### src/rtl/rdc_pkg.sv
package rdc_pkg;
  localparam int KEY_W = 6;
  localparam logic [KEY_W-1:0] KEY_CH_UP  = 6'd10;
  localparam logic [KEY_W-1:0] KEY_CH_DN  = 6'd11;
  localparam logic [KEY_W-1:0] KEY_VOL_UP = 6'd12;
  localparam logic [KEY_W-1:0] KEY_VOL_DN = 6'd13;
  localparam logic [KEY_W-1:0] KEY_MUTE   = 6'd14;

  function automatic int clamp_i(input int v, input int lo, input int hi);
    if (v < lo) return lo;
    if (v > hi) return hi;
    return v;
  endfunction
endpackage

### src/rtl/rdc_keys.sv
module rdc_keys import rdc_pkg::*; #(
  parameter int DLY_W   = 8,
  parameter int DLY_MIN = 2,
  parameter int DLY_MAX = 150,
  parameter int DLY_RST = 20,
  parameter int STEP_C  = 10,
  parameter int STEP_D  = 10
) (
  input  logic             clk_i,
  input  logic             rst_ni,
  input  logic             key_vld_i,
  input  logic [KEY_W-1:0] key_code_i,
  output logic [DLY_W-1:0] dly_o,
  output logic             byp_o,
  output logic             dly_chg_o
);
  logic [DLY_W-1:0] dly_q, dly_n;
  logic             byp_q, tgl;

  always_comb begin
    int t;
    t = int'(dly_q);
    tgl = 1'b0;
    if (key_vld_i) begin
      if (key_code_i == 6'd0)          t = 10 * STEP_D;
      else if (key_code_i <= 6'd9)     t = int'(key_code_i) * STEP_D;
      else if (key_code_i == KEY_CH_UP)  t = t + STEP_C;
      else if (key_code_i == KEY_CH_DN)  t = t - STEP_C;
      else if (key_code_i == KEY_VOL_UP) t = t + 1;
      else if (key_code_i == KEY_VOL_DN) t = t - 1;
      else if (key_code_i == KEY_MUTE)   tgl = 1'b1;
    end
    dly_n = DLY_W'(clamp_i(t, DLY_MIN, DLY_MAX));
  end

  always_ff @(posedge clk_i or negedge rst_ni) begin
    if (!rst_ni) begin
      dly_q <= DLY_W'(DLY_RST);
      byp_q <= 1'b0;
    end else begin
      dly_q <= dly_n;
      if (tgl) byp_q <= ~byp_q;
    end
  end

  assign dly_o     = dly_q;
  assign byp_o     = byp_q;
  assign dly_chg_o = key_vld_i && (dly_n != dly_q);


  dly_range_chk: assert property (@(posedge clk_i) disable iff (!rst_ni)
    (int'(dly_q) >= DLY_MIN) && (int'(dly_q) <= DLY_MAX));

  no_key_hold_chk: assert property (@(posedge clk_i) disable iff (!rst_ni)
    !key_vld_i |=> $stable(dly_q) && $stable(byp_q));

  mute_toggle_chk: assert property (@(posedge clk_i) disable iff (!rst_ni)
    (key_vld_i && key_code_i == KEY_MUTE) |=> byp_q != $past(byp_q));
endmodule

### src/rtl/rdc_rate.sv
module rdc_rate #(
  parameter int RING_BLKS      = 4680,
  parameter int TICKS_PER_STEP = 400000,
  parameter int PER_W          = 24,
  parameter int DLY_W          = 8,
  localparam int IDX_W = $clog2(RING_BLKS),
  localparam int NUM_W = DLY_W + $clog2(TICKS_PER_STEP + 1),
  localparam int CW    = NUM_W + PER_W
) (
  input  logic             clk_i,
  input  logic             rst_ni,
  input  logic             stb_i,
  input  logic [DLY_W-1:0] dly_i,
  output logic [IDX_W-1:0] gap_o
);
  localparam logic [PER_W-1:0] PER_MAX = '1;

  logic [PER_W-1:0] cnt_q, per_q;
  logic             seen_q;
  logic [CW-1:0]    num, div, quo;

  always_ff @(posedge clk_i or negedge rst_ni) begin
    if (!rst_ni) begin
      cnt_q  <= '0;
      per_q  <= '0;
      seen_q <= 1'b0;
    end else if (stb_i) begin
      if (seen_q) per_q <= (cnt_q == PER_MAX) ? PER_MAX : cnt_q + 1'b1;
      cnt_q  <= '0;
      seen_q <= 1'b1;
    end else if (cnt_q != PER_MAX) begin
      cnt_q <= cnt_q + 1'b1;
    end
  end

  always_comb begin
    num = CW'(dly_i) * CW'(TICKS_PER_STEP);
    div = (per_q == '0) ? CW'(1) : CW'(per_q);
    quo = (num + (div >> 1)) / div;
    if (per_q == '0 || quo == '0)      gap_o = IDX_W'(1);
    else if (quo > CW'(RING_BLKS - 1)) gap_o = IDX_W'(RING_BLKS - 1);
    else                               gap_o = IDX_W'(quo);
  end


  gap_bounds_chk: assert property (@(posedge clk_i) disable iff (!rst_ni)
    (gap_o >= IDX_W'(1)) && (int'(gap_o) <= RING_BLKS - 1));

  no_period_gap_chk: assert property (@(posedge clk_i) disable iff (!rst_ni)
    !seen_q |-> gap_o == IDX_W'(1));
endmodule

### src/rtl/rdc_ring.sv
module rdc_ring #(
  parameter int RING_BLKS = 4680,
  localparam int IDX_W = $clog2(RING_BLKS)
) (
  input  logic             clk_i,
  input  logic             rst_ni,
  input  logic             stb_i,
  input  logic             clr_i,
  input  logic [IDX_W-1:0] gap_i,
  output logic [IDX_W-1:0] wr_o,
  output logic [IDX_W-1:0] rd_o,
  output logic             buf_o
);
  logic [IDX_W-1:0] wr_q, rd_q, wr_n;
  logic [IDX_W:0]   fill_q, wn_x, g_x, rd_x;

  always_comb begin
    wr_n = (int'(wr_q) == RING_BLKS - 1) ? '0 : wr_q + 1'b1;
    wn_x = {1'b0, wr_n};
    g_x  = {1'b0, gap_i};
    rd_x = (wn_x >= g_x) ? wn_x - g_x : wn_x + (IDX_W+1)'(RING_BLKS) - g_x;
  end

  always_ff @(posedge clk_i or negedge rst_ni) begin
    if (!rst_ni) begin
      wr_q   <= '0;
      rd_q   <= '0;
      fill_q <= '0;
    end else begin
      if (stb_i) begin
        wr_q <= wr_n;
        rd_q <= IDX_W'(rd_x);
      end
      if (clr_i) fill_q <= '0;
      else if (stb_i && int'(fill_q) < RING_BLKS) fill_q <= fill_q + 1'b1;
    end
  end

  assign wr_o  = wr_q;
  assign rd_o  = rd_q;
  assign buf_o = fill_q < g_x;


  wr_hold_chk: assert property (@(posedge clk_i) disable iff (!rst_ni)
    !stb_i |=> $stable(wr_q) && $stable(rd_q));

  rd_range_chk: assert property (@(posedge clk_i) disable iff (!rst_ni)
    int'(rd_q) < RING_BLKS);

  clr_buf_chk: assert property (@(posedge clk_i) disable iff (!rst_ni)
    clr_i |=> buf_o);
endmodule

### src/rtl/ring_delay_ctrl.sv
module ring_delay_ctrl import rdc_pkg::*; #(
  parameter int RING_BLKS      = 4680,
  parameter int TICKS_PER_STEP = 400000,
  parameter int PER_W          = 24,
  parameter int DLY_W          = 8,
  parameter int DLY_MIN        = 2,
  parameter int DLY_MAX        = 150,
  parameter int DLY_RST        = 20
) (
  input  logic                         clk_i,
  input  logic                         rst_ni,
  input  logic                         blk_stb_i,
  input  logic                         key_vld_i,
  input  logic [5:0]                   key_code_i,
  output logic [$clog2(RING_BLKS)-1:0] wr_idx_o,
  output logic [$clog2(RING_BLKS)-1:0] rd_idx_o,
  output logic                         bypass_o,
  output logic [DLY_W-1:0]             delay_o,
  output logic                         buffering_o
);
  localparam int IDX_W = $clog2(RING_BLKS);

  logic [DLY_W-1:0] dly;
  logic             byp, chg;
  logic [IDX_W-1:0] gap_calc, gap_eff;

  rdc_keys #(
    .DLY_W(DLY_W), .DLY_MIN(DLY_MIN), .DLY_MAX(DLY_MAX), .DLY_RST(DLY_RST),
    .STEP_C(10), .STEP_D(10)
  ) u_keys (
    .clk_i(clk_i), .rst_ni(rst_ni), .key_vld_i(key_vld_i), .key_code_i(key_code_i),
    .dly_o(dly), .byp_o(byp), .dly_chg_o(chg)
  );

  rdc_rate #(
    .RING_BLKS(RING_BLKS), .TICKS_PER_STEP(TICKS_PER_STEP), .PER_W(PER_W), .DLY_W(DLY_W)
  ) u_rate (
    .clk_i(clk_i), .rst_ni(rst_ni), .stb_i(blk_stb_i), .dly_i(dly), .gap_o(gap_calc)
  );

  assign gap_eff = byp ? IDX_W'(1) : gap_calc;

  rdc_ring #(.RING_BLKS(RING_BLKS)) u_ring (
    .clk_i(clk_i), .rst_ni(rst_ni), .stb_i(blk_stb_i), .clr_i(chg), .gap_i(gap_eff),
    .wr_o(wr_idx_o), .rd_o(rd_idx_o), .buf_o(buffering_o)
  );

  assign bypass_o = byp;
  assign delay_o  = dly;


  byp_gap_chk: assert property (@(posedge clk_i) disable iff (!rst_ni)
    (byp && blk_stb_i) |=> (rd_idx_o == (wr_idx_o == '0 ? IDX_W'(RING_BLKS - 1) : wr_idx_o - 1'b1)));
endmodule

### config.mk
export PLATFORM = sky130hd
export DESIGN_NAME = ring_delay_ctrl
export DESIGN_NICKNAME = d
export VERILOG_FILES = /design/src/rtl/rdc_pkg.sv /design/src/rtl/rdc_keys.sv /design/src/rtl/rdc_rate.sv /design/src/rtl/rdc_ring.sv /design/src/rtl/ring_delay_ctrl.sv
export SDC_FILE = /design/constraint.sdc
export NUM_CORES = 2
export LEC_CHECK = 0
export BUFFER_PORTS_ARGS = -buffer_cell sky130_fd_sc_hd__buf_2
export CAP_MARGIN = 20
export CORE_ASPECT_RATIO = 2
export CORE_UTILIZATION = 47
export DETAILED_ROUTE_END_ITERATION = 7
export GPL_TIMING_DRIVEN = 0
export PLACE_DENSITY_LB_ADDON = 0.2
export SLEW_MARGIN = 30
export SYNTH_ARGS = -nofsm -noshare
export SYNTH_HDL_FRONTEND = slang
export SYNTH_SLANG_ARGS = --single-unit
export TNS_END_PERCENT = 1
### constraint.sdc
create_clock -name clk_i -period 750.3 [get_ports clk_i]
set_input_delay 112.545 -clock clk_i [delete_from_list [all_inputs] [get_ports clk_i]]
set_output_delay 112.545 -clock clk_i [all_outputs]
set_load 0.005 [all_outputs]
## Word-level counts from Yosys, hierarchy flattened

Cells that the tools add are included.

| cells by class | value |
|---|---|
| add/subtract/negate cells | 11 |
| multipliers | 2 |
| divide/modulo/power cells | 1 |
| order comparisons | 7 |
| equal/unequal tests | 9 |
| mux-type cells | 33 |
| bitwise operators | 1 |
| reduce and logical (&&, ||, !) cells | 9 |

Operators by type and width:

| operator | number |
|---|---|
| $mux W32 | 7 |
| $mux W24 | 4 |
| $mux W13 | 5 |
| $add A27 B50 Y51 | 1 |
| $div A51 B51 Y51 | 1 |
| $gt A51 B13 Y1 const B | 1 |
| $logic_not A51 Y1 | 1 |
| $gt A32 B9 Y1 const B | 1 |
| $lt A32 B3 Y1 const B | 1 |
| $eq A6 B4 Y1 const B | 5 |
| $mux W14 | 2 |
| $sub A13 B13 Y13 | 2 |
| $add A24 B1 Y24 const B | 1 |
| $eq A24 B24 Y1 const B | 1 |
| $logic_not A24 Y1 | 1 |
| $mux W8 | 3 |
| $ne A24 B24 Y1 const B | 1 |
| $mul A8 B12 Y20 const B | 1 |
| $add A14 B1 Y14 const B | 1 |
| $lt A14 B13 Y1 | 1 |
| $lt A14 B13 Y1 const B | 1 |
| $add A13 B1 Y13 const B | 1 |
| $add A13 B13 Y13 const B | 1 |
| $eq A13 B13 Y1 const B | 1 |
| other kinds (16) | 28 |

| word-level totals | value |
|---|---|
| flip-flop bits (word level) | 98 |
| logic and storage cells | 81 |

## Logic depth before layout (Yosys ltp)

| logic depth | value |
|---|---|
| word-level depth | 16 |
| mapped depth | 1093 |

## Modules after synthesis

From an unflattened synthesis, not the netlist that was laid out.

| unflattened totals | value |
|---|---|
| cells, all modules | 9509 |
| area, all modules | 66598.9 um2 |

Modules (own cells, without submodules):

| module | instances | cells each | area an instance (um2) | sequential area each (um2) |
|---|---|---|---|---|
| rdc_rate | 1 | 8844 | 60927.2 | 1226.2 |
| rdc_ring | 1 | 416 | 3776.1 | 1001.0 |
| rdc_keys | 1 | 235 | 1803.0 | 227.7 |
| ring_delay_ctrl | 1 | 14 | 92.6 | 0.0 |

## Worst setup path after synthesis

No wires, ideal clock.

| path | value |
|---|---|
| path kind | reg-to-output |
| from | register u_keys.dly_q[4] (netlist: u_keys.dly_o[4]) |
| to | output buffering_o |
| arrival | 200365 ps |
| data required time | 637755 ps |
| slack | 437390 ps |
| stages on the path, launching flop included | 1044 |
| buffers on the path | 129 |
| cell sequence | dfstp_2 > inv_1 > ha_1 > fa_1 > fa_1 > ha_1 > ha_1 > a2111oi_2 > o21ai_1 > a31oi_1 > o21bai_1 > xor2_1 > ha_1 > nand2_1 > o21ai_0 > a211o_1 > a31oi_1 > or4_1 > [... 1008 more ...] > a221oi_1 > nand2_1 > nor4_1 > o211ai_1 > a2111oi_2 > a31oi_1 > and2b_1 > buf_6 > nand2_1 > ha_1 > a21oi_1 > nor2b_1 > o21ai_0 > nand2b_1 > a21oi_1 > nor2_1 > o21ai_0 > o311a_1 |

| between the ends | value |
|---|---|
| longest elaborated chain between the ends | 8 |

RTL lines:

| element | line | source |
|---|---|---|
| start, declared | rdc_keys.sv:17 | `logic [DLY_W-1:0] dly_q, dly_n;` |
| start signal, assigned | rdc_keys.sv:38 | `dly_q <= DLY_W'(DLY_RST);` |
| start signal, assigned | rdc_keys.sv:41 | `dly_q <= dly_n;` |
| $mul A8 B12 Y20 * | rdc_rate.sv:37 | `num = CW'(dly_i) * CW'(TICKS_PER_STEP);` |
| $add A27 B50 Y51 * | rdc_rate.sv:39 | `quo = (num + (div >> 1)) / div;` |
| $div A51 B51 Y51 * | rdc_rate.sv:39 |  |
| $gt A51 B13 Y1 or $logic_not A51 Y1 (tied branches) | rdc_rate.sv:41, rdc_rate.sv:40 |  |
| $mux W13 or $logic_or A1 B1 Y1 (tied branches) | rdc_rate.sv:41, rdc_rate.sv:40 |  |
| $mux W13 * | rdc_rate.sv:40 | `if (per_q == '0 \|\| quo == '0) gap_o = IDX_W'(1);` |
| $mux W13 * | ring_delay_ctrl.sv:41 | `assign gap_eff = byp ? IDX_W'(1) : gap_calc;` |
| $lt A14 B13 Y1 * | rdc_ring.sv:41 | `assign buf_o = fill_q < g_x;` |
| end, declared | ring_delay_ctrl.sv:19 | `output logic buffering_o` |

Mark *: on every way between the ends. The rest lies on a longest branch, timed or not.

==> impl_metrics.json <==
{
  "status": "finished clean",
  "end_kind": "primary output",
  "first_global_vias": 72500,
  "hold_end": "u_ring.rd_o[0]",
  "slowest_delay_ns": 0.91,
  "ctsResizeCount": 0,
  "path_max_fanout": 11,
  "drtIter0Drc": 3335,
  "path_class": "reg2out",
  "grt_setup_unrepaired": "no",
  "finalWirelength_um": 245000,
  "slew_headroom": 0.227,
  "nets": 10500,
  "synth.avg_cell_area_um2": 7.19,
  "r2r_cells": 1047,
  "max_cap_violations": 0,
  "ant_nets": 0,
  "synth_warnings": 0,
  "cts-root-buf": "clkbuf_16",
  "grt_overflow": 0,
  "antenna_found_initial": 3,
  "synth_seq_area_share": 0.0369,
  "multiInputGateArea_um2": 61800,
  "cts_buffers": 9,
  "hold_path_class": "reg2reg",
  "initial_utilization": 0.475,
  "clkLatencyLatePin_ns": 0.41,
  "synth-edff-count": 0,
  "netlist.top_cell.by_area": "ha_1",
  "rrSetupSlack_ns": 492.70,
  "dp_hpwl_um": 207000,
  "die_area_um2": 143000,
  "fill_cells": 14300,
  "cp-start-kind": "flop",
  "num_vias": 71600,
  "cts_tree": "done",
  "fin_skew_ns": 0.0144,
  "synth.ff_latch_count": 98,
  "clk_pin_slew_ns": 0.08,
  "ys.flop_type": "dfrtp_1",
  "crit_slowest_cell": "o21ai_0",
  "syn_inst": 9251,
  "cp_top_family": "compound AO/OA/AOI/OAI gates",
  "hold_start": "u_ring.rd_o[0]",
  "ys_types": 191,
  "htree_levels": 3,
  "routedWlPerCell_um": 21.8,
  "syn_to_final_growth_pct": 5.63,
  "place.gp.congestion": 0.987,
  "synth_common_cells": "1,085 x ha_1, 930 x nor2_1, 821 x nand2_1",
  "die_y_um": 534,
  "fp-row-count": 194,
  "final-setup-viol-count": 0,
  "grt_max_degree": 59,
  "async_reset_ff_frac": 1.00,
  "firstDrtPassIters": 7,
  "crit_buf_inv": 142,
  "tns_ns": 0,
  "io_pins": 46,
  "max_slew.worst_pin.slew_ns": 1.15,
  "seq_area_um2": 2450,
  "arrival_ns": 255.79,
  "synth_top_cell_area_share": 0.204,
  "vias_per_cell": 6.38,
  "fmax_mhz": 2.71,
  "post-synth-top-count-cell": "ha_1",
  "ys_top_cells_by_area": "ha_1 20%, o21a_1 5.6%, a21oi_1 5.5%, nor2_1 5.2%, nand2_1 4.6%",
  "hold_violations": 0,
  "grt.total_usage": 0.334,
  "required_ns": 637.76,
  "timing.final.crit_share": 0.491,
  "cpMostUsedCell": "o21a_1",
  "postCtsHoldBufs": 0,
  "die_w_um": 268,
  "drive_gt1_frac": 0.0996,
  "r2r-end": "u_ring.rd_o[4]",
  "postCtsSetupBuffers": 0,
  "port_buffers": 43,
  "clock-sinks": 98,
  "min_period_ns": 368.34,
  "diodes": 0,
  "drc": 0,
  "netlist_area_um2": 66500,
  "grt_pass1_wl_um": 381000,
  "cts_buffer_depth": 2,
  "report.final.slew_viol_count": 0,
  "coreArea_um2": 140000,
  "holdPathStages": 2,
  "setup.worst_path.start": "u_keys.dly_o[3]",
  "rr_startpoint": "u_keys.dly_o[3]"
}
-- layer usage --
metal,global-route usage,vias up,share of wire
met2,0.631,1783,0.51
li1,-,35100,-
met5,0,-,0.000049
met4,0.327,2,0.11
met3,0.0367,984,0.033
met1,0.299,33700,0.34
-- cell type report --
type                       instances  share of cell area
buffer                           275              0.0210
clock buffer                      10             0.00340
clock inverter                     5            0.000605
inverter                         286              0.0161
multi-input combinational       8613               0.879
sequential                        98              0.0349
tap                             1862              0.0331
timing repair buffer              78              0.0118
-- worst min-delay path, stage by stage, from the launching register on --
cell	delay, ns
dfrtp_1	0.38
inv_1	0.05
mux2i_1	0.05
-- metrics by stage --
step           utilization  std cells  setup WS, ns  hold slack, ns  cell area [um^2]
6_report             0.502      11200        381.96           0.515             70300
5_1_grt              0.502      11200        364.37           0.562             70300
4_1_cts              0.502      11200        384.20           0.518             70200
3_5_place_dp         0.500      11200        385.53           0.505             70000
3_3_place_gp         0.494      11200        383.71           0.507             69200
2_1_floorplan            -       9272        437.39           0.452             66600
-- cells in the final DEF, fill, tap and decap left out, types with 65 or more instances in the layout --
master and instances:
or3_1 98, or2_2 133, and2_1 89, inv_1 259, nor2_1 930, a211oi_1 65, nand2_1 821, a31oi_1 95
ha_1 1085, dfrtp_1 96, nand4_1 128, and3_1 78, o21a_1 500, xnor2_1 324, o31ai_1 274, o211ai_1 75
a21o_1 190, mux2i_1 69, nor3_1 545, o21ai_0 404, nor2b_1 98, mux2_2 169, a21oi_1 733, xor2_1 290
nand2b_1 90, nand3_1 192, clkbuf_1 163
-- registers in the layout (all words and copies together), names as in the netlist --
| name | count |
|---|---|
| u_rate.per_q | 24 |
| u_ring.fill_q | 14 |
| u_rate.seen_q | 1 |
| u_keys.dly_o | 8 |
| u_ring.rd_o | 13 |
| u_keys.byp_o | 1 |
| u_ring.wr_o | 13 |
| u_rate.cnt_q | 24 |
-- kinds of logic (layout without fill, tap and decap cells) --
kind of cell	Yosys count	after routing	share of synthesized area
AOI/OAI and AO/OA	3003	3003	0.313
DFF	98	98	0.0369
other	1	22	0.0000564
buffers and inverters	561	654	0.0382
and+or+nand+nor	3599	3599	0.275
adders and majority gates	1114	1114	0.212
muxes	250	250	0.0417
xor gates and xnor gates	625	625	0.0833
-- worst max-delay path by stage --
stage / slack [ns] / end / cells after the start
after floorplan: 437.39 / buffering_o / 1176
after global placement: 383.71 / buffering_o / 1172
after detailed placement: 385.53 / buffering_o / 865
after CTS: 384.20 / buffering_o / 848
after global routing: 364.37 / buffering_o / 847
final: 381.96 / buffering_o / 849
Power is left out: the tool's default activity adds up to more than one toggle a clock period on the data nets, which glitch-free logic cannot reach.
